$ cat config.mk
export PLATFORM = sky130hd
export DESIGN_NAME = sv32_walker
export DESIGN_NICKNAME = d
export VERILOG_FILES = /design/src/rtl/sv32_walk_pkg.sv /design/src/rtl/pte_judge.sv /design/src/rtl/pa_merge.sv /design/src/rtl/sv32_walker.sv
export SDC_FILE = /design/constraint.sdc
export NUM_CORES = 1
export LEC_CHECK = 0
export BUFFER_PORTS_ARGS = -buffer_cell sky130_fd_sc_hd__buf_2
export CAP_MARGIN = 20
export CORE_MARGIN = 8
export CORE_UTILIZATION = 45
export DETAILED_ROUTE_END_ITERATION = 8
export PLACE_DENSITY = 0.72
export SLEW_MARGIN = 20
export SYNTH_ARGS = -nofsm -noshare
export SYNTH_HDL_FRONTEND = slang
export SYNTH_HIERARCHICAL = 1
export SYNTH_SLANG_ARGS = --single-unit
$ cat constraint.sdc
create_clock -name clk -period 2.4 [get_ports clk]
set_input_delay 0.12 -clock clk [delete_from_list [all_inputs] [get_ports clk]]
set_output_delay 0.12 -clock clk [all_outputs]
set_load 0.05 [all_outputs]
$ cat src/rtl/sv32_walk_pkg.sv
package sv32_walk_pkg;
  typedef enum logic [2:0] {
    S_IDLE, S_READ_PTE, S_CHECK, S_WRITEBACK, S_DONE
  } walk_state_e;

  localparam logic [1:0] ACC_LOAD  = 2'd0;
  localparam logic [1:0] ACC_STORE = 2'd1;
  localparam logic [1:0] ACC_FETCH = 2'd2;

  localparam int BIT_V = 0;
  localparam int BIT_R = 1;
  localparam int BIT_W = 2;
  localparam int BIT_X = 3;
  localparam int BIT_U = 4;
  localparam int BIT_A = 6;
  localparam int BIT_D = 7;

  function automatic logic [4:0] page_cause(input logic [1:0] acc);
    case (acc)
      ACC_FETCH: return 5'd12;
      ACC_STORE: return 5'd15;
      default:   return 5'd13;
    endcase
  endfunction

  function automatic logic [4:0] bus_cause(input logic [1:0] acc);
    case (acc)
      ACC_FETCH: return 5'd1;
      ACC_STORE: return 5'd7;
      default:   return 5'd5;
    endcase
  endfunction
endpackage

$ cat src/rtl/pte_judge.sv
module pte_judge
  import sv32_walk_pkg::*;
#(
  parameter int PTE_W  = 32,
  parameter int FLAG_W = 10,
  parameter int IDX_W  = 10
) (
  input  logic [PTE_W-1:0] pte,
  input  logic [1:0]       acc,
  input  logic [1:0]       priv,
  input  logic             sum_en,
  input  logic             mxr_en,
  input  logic             top_level,
  output logic             is_ptr,
  output logic             bad,
  output logic [PTE_W-1:0] pte_upd,
  output logic             need_wb,
  output logic             p_r,
  output logic             p_w,
  output logic             p_x
);
  logic v, r, w, x, u, d, leaf, st, fe, ld, mis, priv_u, priv_s;

  always_comb begin
    v  = pte[BIT_V];
    r  = pte[BIT_R];
    w  = pte[BIT_W];
    x  = pte[BIT_X];
    u  = pte[BIT_U];
    d  = pte[BIT_D];
    st = (acc == ACC_STORE);
    fe = (acc == ACC_FETCH);
    ld = !st && !fe;
    priv_u = (priv == 2'd0);
    priv_s = (priv == 2'd1);
    is_ptr = v && !r && !w && !x;
    leaf   = v && (r || w || x);
    mis    = top_level && (|pte[FLAG_W+IDX_W-1:FLAG_W]);
    bad = !v
        || (!r && w)
        || (leaf && u && !priv_u && (!sum_en || fe))
        || (leaf && !u && !priv_s)
        || (leaf && mis)
        || (leaf && ld && !(r || (x && mxr_en)))
        || (leaf && st && !w)
        || (leaf && fe && !x);
    pte_upd = pte;
    pte_upd[BIT_A] = 1'b1;
    if (st) pte_upd[BIT_D] = 1'b1;
    need_wb = (pte_upd != pte);
    p_r = r || (x && mxr_en);
    p_x = x;
    p_w = w && (st || d);
  end

  always_comb begin
    if (leaf && !bad)
      AST_LEAF_NOT_RESERVED: assert (!(w && !r));
  end
endmodule

$ cat src/rtl/pa_merge.sv
module pa_merge #(
  parameter int VA_W  = 32,
  parameter int PA_W  = 34,
  parameter int OFF_W = 12,
  parameter int IDX_W = 10
) (
  input  logic [VA_W-1:0]       vaddr,
  input  logic [PA_W-OFF_W-1:0] ppn,
  input  logic                  top_level,
  input  logic                  bypass,
  output logic [PA_W-1:0]       pa
);
  localparam logic [PA_W-1:0] ONE = PA_W'(1);
  logic [PA_W-1:0] va_ext, keep;

  always_comb begin
    va_ext = {{(PA_W-VA_W){1'b0}}, vaddr};
    keep   = top_level ? ((ONE << (OFF_W + IDX_W)) - ONE) : ((ONE << OFF_W) - ONE);
    pa     = bypass ? va_ext : ({ppn, {OFF_W{1'b0}}} | (va_ext & keep));
  end
endmodule

$ cat src/rtl/sv32_walker.sv
module sv32_walker
  import sv32_walk_pkg::*;
#(
  parameter int VA_W   = 32,
  parameter int PA_W   = 34,
  parameter int PTE_W  = 32,
  parameter int OFF_W  = 12,
  parameter int IDX_W  = 10,
  parameter int FLAG_W = 10
) (
  input  logic                  clk,
  input  logic                  rst,
  input  logic                  req_valid,
  input  logic [VA_W-1:0]       req_vaddr,
  input  logic [1:0]            req_acc,
  input  logic [1:0]            req_priv,
  input  logic                  xlat_on,
  input  logic [PA_W-OFF_W-1:0] root_ppn,
  input  logic                  sum_bit,
  input  logic                  mxr_bit,
  output logic                  busy,
  output logic                  mem_req,
  output logic                  mem_we,
  output logic [PA_W-1:0]       mem_addr,
  output logic [PTE_W-1:0]      mem_wdata,
  input  logic                  mem_rvalid,
  input  logic                  mem_err,
  input  logic [PTE_W-1:0]      mem_rdata,
  output logic                  done,
  output logic                  fault,
  output logic [4:0]            cause,
  output logic [PA_W-1:0]       paddr,
  output logic                  perm_r,
  output logic                  perm_w,
  output logic                  perm_x
);
  localparam int PPN_W = PA_W - OFF_W;
  localparam int PAD_W = PA_W - IDX_W - 2;

  walk_state_e       st;
  logic              lvl_top;
  logic [VA_W-1:0]   va_q;
  logic [1:0]        acc_q, priv_q;
  logic              sum_q, mxr_q;
  logic [PTE_W-1:0]  pte_q;

  logic              j_ptr, j_bad, j_wb, j_r, j_w, j_x;
  logic [PTE_W-1:0]  j_upd;
  logic [PA_W-1:0]   m_pa, top_addr, sub_addr;
  logic [VA_W-1:0]   m_va;
  logic              in_idle, go_bypass;

  assign in_idle   = (st == S_IDLE);
  assign busy      = !in_idle;
  assign m_va      = in_idle ? req_vaddr : va_q;
  assign go_bypass = !xlat_on || req_priv[1];
  assign top_addr  = {root_ppn, {OFF_W{1'b0}}}
                   + {{PAD_W{1'b0}}, req_vaddr[VA_W-1 -: IDX_W], 2'b00};
  assign sub_addr  = {pte_q[PTE_W-1:FLAG_W], {OFF_W{1'b0}}}
                   + {{PAD_W{1'b0}}, va_q[OFF_W+IDX_W-1:OFF_W], 2'b00};

  pte_judge #(.PTE_W(PTE_W), .FLAG_W(FLAG_W), .IDX_W(IDX_W)) u_judge (
    .pte(pte_q), .acc(acc_q), .priv(priv_q), .sum_en(sum_q), .mxr_en(mxr_q),
    .top_level(lvl_top), .is_ptr(j_ptr), .bad(j_bad), .pte_upd(j_upd),
    .need_wb(j_wb), .p_r(j_r), .p_w(j_w), .p_x(j_x)
  );

  pa_merge #(.VA_W(VA_W), .PA_W(PA_W), .OFF_W(OFF_W), .IDX_W(IDX_W)) u_merge (
    .vaddr(m_va), .ppn(pte_q[PTE_W-1:FLAG_W]), .top_level(lvl_top),
    .bypass(in_idle), .pa(m_pa)
  );

  always_ff @(posedge clk) begin
    if (rst) begin
      st <= S_IDLE;  lvl_top <= 1'b0;  va_q <= '0;  acc_q <= '0;
      priv_q <= '0;  sum_q <= 1'b0;  mxr_q <= 1'b0;  pte_q <= '0;
      mem_req <= 1'b0;  mem_we <= 1'b0;  mem_addr <= '0;  mem_wdata <= '0;
      done <= 1'b0;  fault <= 1'b0;  cause <= '0;  paddr <= '0;
      perm_r <= 1'b0;  perm_w <= 1'b0;  perm_x <= 1'b0;
    end else begin
      mem_req <= 1'b0;
      done    <= 1'b0;
      case (st)
        S_IDLE: if (req_valid) begin
          va_q <= req_vaddr;  acc_q <= req_acc;  priv_q <= req_priv;
          sum_q <= sum_bit;   mxr_q <= mxr_bit;
          if (go_bypass) begin
            paddr <= m_pa;  fault <= 1'b0;  cause <= '0;
            perm_r <= 1'b1;  perm_w <= 1'b1;  perm_x <= 1'b1;
            done <= 1'b1;  st <= S_DONE;
          end else begin
            lvl_top <= 1'b1;  mem_req <= 1'b1;  mem_we <= 1'b0;
            mem_addr <= top_addr;  st <= S_READ_PTE;
          end
        end
        S_READ_PTE: if (mem_rvalid) begin
          if (mem_err) begin
            fault <= 1'b1;  cause <= bus_cause(acc_q);  paddr <= '0;
            perm_r <= 1'b0;  perm_w <= 1'b0;  perm_x <= 1'b0;
            done <= 1'b1;  st <= S_DONE;
          end else begin
            pte_q <= mem_rdata;  st <= S_CHECK;
          end
        end
        S_CHECK: begin
          if (j_ptr && lvl_top) begin
            lvl_top <= 1'b0;  mem_req <= 1'b1;  mem_we <= 1'b0;
            mem_addr <= sub_addr;  st <= S_READ_PTE;
          end else if (j_ptr || j_bad) begin
            fault <= 1'b1;  cause <= page_cause(acc_q);  paddr <= '0;
            perm_r <= 1'b0;  perm_w <= 1'b0;  perm_x <= 1'b0;
            done <= 1'b1;  st <= S_DONE;
          end else if (j_wb) begin
            mem_req <= 1'b1;  mem_we <= 1'b1;  mem_wdata <= j_upd;
            st <= S_WRITEBACK;
          end else begin
            paddr <= m_pa;  fault <= 1'b0;  cause <= '0;
            perm_r <= j_r;  perm_w <= j_w;  perm_x <= j_x;
            done <= 1'b1;  st <= S_DONE;
          end
        end
        S_WRITEBACK: if (mem_rvalid) begin
          mem_we <= 1'b0;
          if (mem_err) begin
            fault <= 1'b1;  cause <= bus_cause(acc_q);  paddr <= '0;
            perm_r <= 1'b0;  perm_w <= 1'b0;  perm_x <= 1'b0;
          end else begin
            paddr <= m_pa;  fault <= 1'b0;  cause <= '0;
            perm_r <= j_r;  perm_w <= j_w;  perm_x <= j_x;
          end
          done <= 1'b1;  st <= S_DONE;
        end
        default: st <= S_IDLE;
      endcase
    end
  end

  AST_REQ_PULSE: assert property (@(posedge clk) disable iff (rst)
    mem_req |=> !mem_req);
  AST_DONE_PULSE: assert property (@(posedge clk) disable iff (rst)
    done |=> !done);
  AST_WB_SETS_A: assert property (@(posedge clk) disable iff (rst)
    (mem_req && mem_we) |-> mem_wdata[BIT_A]);
  AST_WB_SAME_ADDR: assert property (@(posedge clk) disable iff (rst)
    (mem_req && mem_we) |-> (mem_addr == $past(mem_addr)));
  AST_FAULT_NO_PERM: assert property (@(posedge clk) disable iff (rst)
    (done && fault) |-> !(perm_r || perm_w || perm_x));
  AST_QUIET_AFTER_RESET: assert property (@(posedge clk) disable iff (rst)
    $past(rst) |-> (!mem_req && !done && !fault));
endmodule

# Word-level counts from Yosys, hierarchy flattened
# Index checks and enable logic that the tools add are counted.
classes:
  mul: 0
  add_sub_neg: 2
  order_cmp: 0
  div: 0
  n_eq_ne: 18
  shifts: 0
  n_mux: 96
  bitwise_logic: 5
  reduce_logical: 62
op_table:
  columns: ["operator", "count"]
  rows:
  - ["$mux 34", 13]
  - ["$pmux 34 s4", 1]
  - ["$add 34x12->34", 2]
  - ["$pmux 34 s2", 1]
  - ["$mux 1", 50]
  - ["$mux 5", 9]
  - ["$and 32x34->34", 1]
  - ["$or 34x34->34", 1]
  - ["$mux 32", 1]
  - ["$mux 3", 8]
  - ["$logic_and 1x1->1", 22]
  - ["$mux 22", 1]
  - ["$pmux 1 s4", 5]
  - ["$pmux 5 s4", 1]
  - ["$logic_or 1x1->1", 14]
  - ["$ne 2x2->1 const B", 7]
  - ["$logic_not 1->1", 13]
  - ["$pmux 3 s4", 1]
  - ["$reduce_or 10->1", 1]
  - ["$ne 3x3->1 const B", 3]
  - ["$reduce_and 4->1", 2]
  - ["$reduce_and 8->1", 1]
  - ["$eq 3x2->1 const B", 2]
  - ["$pmux 3 s2", 1]
  - ["17 further kinds", 22]
totals:
  ram_bits: 0
  out_inout_bits: 113
  memories: 0
  input_bits: 98
  elab_cells: 202
  regBits: 186
  latch_bits: 0
  romBits: 0

# Depth between registers and ports, before layout
depth:
  depth_word: 16
  depth_mapped: 12
  depth_no_buf: 10

# Hierarchy
# Netlist, hierarchy kept.
modules_own_cells:
  columns: ["mod", "seq_area_each_um2", "area_each_um2", "n_inst", "cells_per_inst"]
  rows:
  - ["sv32_walker", 3663.5, 7531.0, 1, 976]
  - ["pte_judge", 0.0, 415.4, 1, 59]
  - ["pa_merge", 0.0, 331.6, 1, 38]

# Worst setup path before layout
# Ideal clock, no wire load.
synth_timing:
  kind: "reg-to-reg"
  from: "register acc_q[0]"
  to: "register fault"
  slack_ns: 0.052
  required_ns: 2.328
  setup_time_ns: 0.072
  arrival_time_ns: 2.277
  synth_period_minus_slack_ns: 2.348
  path_buffers: 2
  stages_incl_launch_ff: 13
  cell_sequence: "dfxtp_1 -> inv_1 -> ha_1 -> inv_1 -> o221ai_1 -> a221oi_2 -> o2111ai_1 -> nor3b_1 -> nand2_1 -> o2111ai_1 -> buf_4 -> buf_4 -> mux2i_1"
synth_via:
  elab_chain_cells: 13
  elab_cells_between_ends: 27
  classes_between: "eq/ne: 4; mux: 4; reduce/logical: 19"
synth_rtl:
  columns: ["element", "line", "rtl"]
  rows:
  - ["start: declaration", "sv32_walker.sv:43", "logic [1:0] acc_q, priv_q;"]
  - ["start signal: assignment", "sv32_walker.sv:85", "va_q <= req_vaddr; acc_q <= req_acc; priv_q <= req_priv;"]
  - ["$eq 2x2->1", "pte_judge.sv:32", "fe = (acc == ACC_FETCH);"]
  - ["$logic_or 1x1->1", "pte_judge.sv:41", "|| (leaf && u && !priv_u && (!sum_en || fe))"]
  - ["$logic_and 1x1->1", "pte_judge.sv:41", null]
  - ["$logic_or 1x1->1", "pte_judge.sv:41", null]
  - ["$logic_or 1x1->1", "pte_judge.sv:42", "|| (leaf && !u && !priv_s)"]
  - ["$logic_or 1x1->1", "pte_judge.sv:43", "|| (leaf && mis)"]
  - ["$logic_or 1x1->1", "pte_judge.sv:44", "|| (leaf && ld && !(r || (x && mxr_en)))"]
  - ["$logic_or 1x1->1", "pte_judge.sv:45", "|| (leaf && st && !w)"]
  - ["$logic_or 1x1->1 (*)", "pte_judge.sv:46", "|| (leaf && fe && !x);"]
  - ["named net j_bad", "sv32_walker.sv:47", "logic j_ptr, j_bad, j_wb, j_r, j_w, j_x;"]
  - ["$logic_or 1x1->1 (*)", "sv32_walker.sv:109", "end else if (j_ptr || j_bad) begin"]
  - ["$mux 1", "sv32_walker.sv:109", null]
  - ["$mux 1", "sv32_walker.sv:106", "if (j_ptr && lvl_top) begin"]
  - ["$pmux 1 s4", "sv32_walker.sv:83", "case (st)"]
  - ["end signal: assignment", "sv32_walker.sv:88", "paddr <= m_pa; fault <= 1'b0; cause <= '0;"]
  - ["end signal: assignment", "sv32_walker.sv:110", "fault <= 1'b1; cause <= page_cause(acc_q); paddr <= '0;"]
  - ["end signal: assignment", "sv32_walker.sv:117", "paddr <= m_pa; fault <= 1'b0; cause <= '0;"]
  - ["end: declaration", "sv32_walker.sv:30", "output logic fault,"]
# The timed path passes the listed nets; every way through them passes the cells marked *. The select of a mux whose other input is x is not followed.
# A chain may end at the register's enable or synchronous reset.

# Worst setup path after layout
layout_timing:
  from: "register acc_q[0]"
  to: "register paddr[15]"
layout_via:
  elab_chain_cells: 13
  elab_cells_between_ends: 27
  classes_between: "eq/ne: 4; mux: 4; reduce/logical: 19"
layout_rtl:
  columns: ["element", "line", "rtl"]
  rows:
  - ["$eq 2x2->1", "pte_judge.sv:32", null]
  - ["$logic_or 1x1->1", "pte_judge.sv:41", null]
  - ["$logic_and 1x1->1", "pte_judge.sv:41", null]
  - ["$logic_or 1x1->1", "pte_judge.sv:41", null]
  - ["$logic_or 1x1->1", "pte_judge.sv:42", null]
  - ["$logic_or 1x1->1", "pte_judge.sv:43", null]
  - ["$logic_or 1x1->1", "pte_judge.sv:44", null]
  - ["$logic_or 1x1->1", "pte_judge.sv:45", null]
  - ["$logic_or 1x1->1 (*)", "pte_judge.sv:46", null]
  - ["named net j_bad", "sv32_walker.sv:47", null]
  - ["$logic_or 1x1->1 (*)", "sv32_walker.sv:109", null]
  - ["$mux 34", "sv32_walker.sv:109", null]
  - ["$mux 34", "sv32_walker.sv:106", null]
  - ["$pmux 34 s4", "sv32_walker.sv:83", null]
  - ["end signal: assignment", "sv32_walker.sv:88", null]
  - ["end signal: assignment", "sv32_walker.sv:110", null]
  - ["end signal: assignment", "sv32_walker.sv:117", null]
  - ["end: declaration", "sv32_walker.sv:32", "output logic [PA_W-1:0] paddr,"]
# Marked as above.

==> results.rst <==
.. list-table::
   :header-rows: 1

   * - Metric
     - Value
   * - Area of the mapped netlist
     - 0.00828 mm²
   * - Final HPWL from detailed placement
     - 17400 µm
   * - Max Cap Viol
     - 0
   * - Number of antenna violations at the first check in global routing
     - 0
   * - CP Data Arrival Time
     - approximately 2.6 ns
   * - Number of vias after detailed routing
     - ~8.1k
   * - Worst setup path class
     - reg2reg
   * - Number of nets in the final layout
     - around 1.4k
   * - Maximum fanout along the worst path
     - 21
   * - DRC errors left
     - 0
   * - Post-route core utilization
     - 0.603
   * - Final hold violation count
     - 0
   * - Place WS
     - around 0.045 ns
   * - Number of flip-flops and latches in the synthesized netlist
     - about 180
   * - Average instance area after synthesis
     - just under 8 µm²
   * - Clk network pwr share
     - 0.377
   * - Instance area at placement
     - ~0.0093 mm²
   * - Commonest cells after routing, fill and taps aside
     - sky130_fd_sc_hd__nand2_1 (449), sky130_fd_sc_hd__buf_2 (206), sky130_fd_sc_hd__dfxtp_1 (183), sky130_fd_sc_hd__a21oi_1 (108), sky130_fd_sc_hd__dlygate4sd3_1 (91)
   * - Average wire length per cell after detail routing
     - approximately 17 µm
   * - Height of the chip
     - 152 µm
   * - Width of the chip
     - 152 µm
   * - Run status
     - completed
   * - Layout Skew
     - 0.0150 ns
   * - Power, Total
     - 7320 µW
   * - Count of distinct cell types in the synthesized netlist
     - 51
   * - Endpoint class of the critical path
     - flip-flop
   * - Max-slew violation total from the final report
     - 0
   * - Clock Latency Late Sink
     - around 0.43 ns
   * - Leakage
     - 0.00484 µW
   * - Global placement routability congestion
     - around 0.85
   * - Number of clock sinks
     - ~180
   * - Share of synthesized flip-flops with an asynchronous set or reset
     - 0
   * - Required arrival time at the worst endpoint
     - 2.75 ns
   * - I/O pin cnt
     - around 210
   * - Vias in the first global route
     - 7804
   * - Setup repair after global routing missed its margin
     - yes
   * - Total of fill cells in the finished design
     - 1571
   * - Sequential cell area
     - 0.00366 mm²
   * - Port Buffers
     - 207
   * - Floorplan die area
     - 0.0230 mm²
   * - Post-synthesis cell count
     - 1073
   * - Number of optimization iterations in the first detailed-route pass
     - 5
   * - CTS tree
     - built
   * - Area used by multi-input combinational logic
     - 0.00392 mm²
   * - Total core area
     - 0.0180 mm²
   * - Part of the total power dissipated in sequential elements
     - 0.443
   * - Portion of the clock cycle consumed by the worst path in the final layout
     - 0.953
   * - All-Layer GR Usage
     - 0.224
   * - Floorplan row count
     - 49
   * - Net Sw Power
     - 2120 µW
   * - Total Routed Length
     - between 20000 and 30000 µm
   * - Post CTS Setup Buffer Count
     - 0
   * - Fraction of the yosys area taken by sequential cells
     - 0.443
   * - # diodes
     - 0
   * - Synth Flop Type
     - sky130_fd_sc_hd__dfxtp_1
   * - Nature of the critical path startpoint
     - flip-flop
   * - Vias per Instance
     - 5.19
   * - Number of synthesized flops with an enable pin
     - 0
   * - Register clock-pin slew on the reported worst setup and hold paths
     - roughly 0.07 ns
   * - Final worst path period need
     - 2.29 ns
   * - Hold crit path type
     - in2reg
   * - Finished Cell Area
     - between 0.01 and 0.015 mm²
   * - Cell at the root of the clock tree
     - sky130_fd_sc_hd__clkbuf_16
   * - Share of total power in combinational logic
     - 0.180
   * - First-iteration detailed-routing DRC count
     - 548
   * - Max Buffers Root-to-Sink
     - 2
   * - Hold slack final
     - 0.0327 ns
   * - Largest voltage drop on the vdd net
     - between 0.5 and 0.6 mV
   * - First-pass GRT wire length
     - between 40000 and 50000 µm
   * - Yosys warning count
     - 6
   * - Max transition margin
     - 0.508
   * - Internal portion of total power
     - 5200 µW
   * - Upper clock frequency limit
     - ~0.44 GHz
   * - Number of levels the H-tree was split into
     - 4
   * - Pwr/cell area
     - 673 mW/mm²
   * - Share of cells above drive strength 1
     - 0.245
   * - Net switching share of the total power
     - 0.290
   * - Final global-route overflow total
     - 0
   * - Final critical-path setup slack
     - 0.114 ns
   * - Antenna-violating nets left
     - 0
   * - Initial core utilization
     - 0.459
   * - Measured slew at the worst slew-check pin
     - around 0.74 ns
   * - Setup-violating endpoint count in the final report
     - 0
   * - Relative area change from synthesis to final layout
     - 31.4%
   * - Number of buffers added by the clock tree synthesis step
     - 17
   * - Largest net degree at the start of global routing
     - just under 60
   * - Most frequent standard cell in the layout excluding fill and tap cells
     - sky130_fd_sc_hd__nand2_1
-- per-layer routing --
metal / part of all wire / GRT usage / wire (µm)
met1: 0.40 / 0.262 / 10800
met2: 0.49 / 0.388 / 13100
met3: 0.079 / 0.0484 / 2110
met4: 0.026 / 0.0936 / 692
met5: 0 / 0 / 0
-- worst max-delay path, cell delays in order (launching register included) --
cell and delay (ns):
sky130_fd_sc_hd__dfxtp_1 0.35, sky130_fd_sc_hd__inv_1 0.06, sky130_fd_sc_hd__ha_1 0.20, sky130_fd_sc_hd__inv_1 0.08, sky130_fd_sc_hd__o221ai_1 0.12, sky130_fd_sc_hd__a221oi_2 0.23
sky130_fd_sc_hd__o2111ai_2 0.15, sky130_fd_sc_hd__nor3b_2 0.24, sky130_fd_sc_hd__nand2_1 0.15, sky130_fd_sc_hd__o2111ai_4 0.15, sky130_fd_sc_hd__buf_12 0.24, sky130_fd_sc_hd__mux2i_1 0.21
-- through the flow --
step	TNS [ns]	instances
after floorplan	0	1075
after global placement	0	1427
after detailed placement	0	1427
after CTS	0	1550
after global routing	-0.113	1552
final	0	1552
-- path summary, 6_finish.rpt --
check / endpoint / depth (start not counted) / slack [ns] / startpoint
max: paddr[15] / 11 / 0.11 / acc_q[0]
min: mem_addr[16] / 3 / 0.03 / root_ppn[4]
max reg2reg: paddr[15] / 11 / 0.11 / acc_q[0]
min reg2reg: mem_wdata[24] / 2 / 0.45 / mem_wdata[24]
-- logic make-up (layout without fill, tap and decap cells) --
logic type,Yosys count,after routing,share of synthesized area
buffers and inverters,137,385,0.0928
AO/OA/AOI/OAI,169,169,0.144
multiplexers,50,50,0.0621
AND/OR/NAND/NOR,530,530,0.254
adder cells (fa/ha/maj),2,2,0.00302
flip-flops,183,183,0.443
other,2,4,0.000907
-- registers in the layout, indices dropped and copies added (netlist names), 2 cells and up --
signal / count
mem_wdata: 32
paddr: 34
cause: 4
pte_q: 32
va_q: 32
st: 3
priv_q: 2
acc_q: 2
mem_addr: 32
-- power groups by stage --
| stage | Clock [µW] | Combinational, µW | Sequential, µW |
|---|---|---|---|
| final | 2760 | 1320 | 3240 |
| after global routing | 2910 | 1410 | 3260 |
| after CTS | 2790 | 1300 | 3240 |
| after detailed placement | 0 | 1180 | 3310 |
| after global placement | 0 | 1170 | 3310 |
| after floorplan | 0 | 587 | 3580 |
-- layout make-up --
cell class,instances,area share
multi-input cells,755,0.360
inverters,12,0.00414
flip-flops and latches,183,0.337
clock buffers,22,0.0445
repair buffers,341,0.219
well taps,229,0.0263
clock inverters,10,0.00863
-- synth_stat cells (all sizes together) (2+ instances only) --
cell type,n,share of area
nand2,449,0.20
dfxtp,183,0.44
a21oi,108,0.065
buf,77,0.066
clkbuf,48,0.022
nor2,43,0.019
mux2i,39,0.047
a311oi,32,0.049
inv,11,0.0050
mux2,11,0.015
a22o,10,0.011
nor2b,7,0.0056
nand2b,5,0.0038
a22oi,3,0.0027
and2,3,0.0023
nand3,3,0.0018
nor3,3,0.0018
nor4,3,0.0023
o22ai,3,0.0030
conb,2,0.00091
ha,2,0.0030
nor3b,2,0.0024
o2111ai,2,0.0021
o21ai,2,0.0012
o221ai,2,0.0021
or2,2,0.0015
or3,2,0.0015
-- timing repair --
item,4_1_cts,5_1_grt
hold buffers,91,0
resized for setup,0,7
endpoints found under the hold margin,96,0
setup endpoints to repair,0,78
Note: power is estimated with default switching activity, not from simulation.
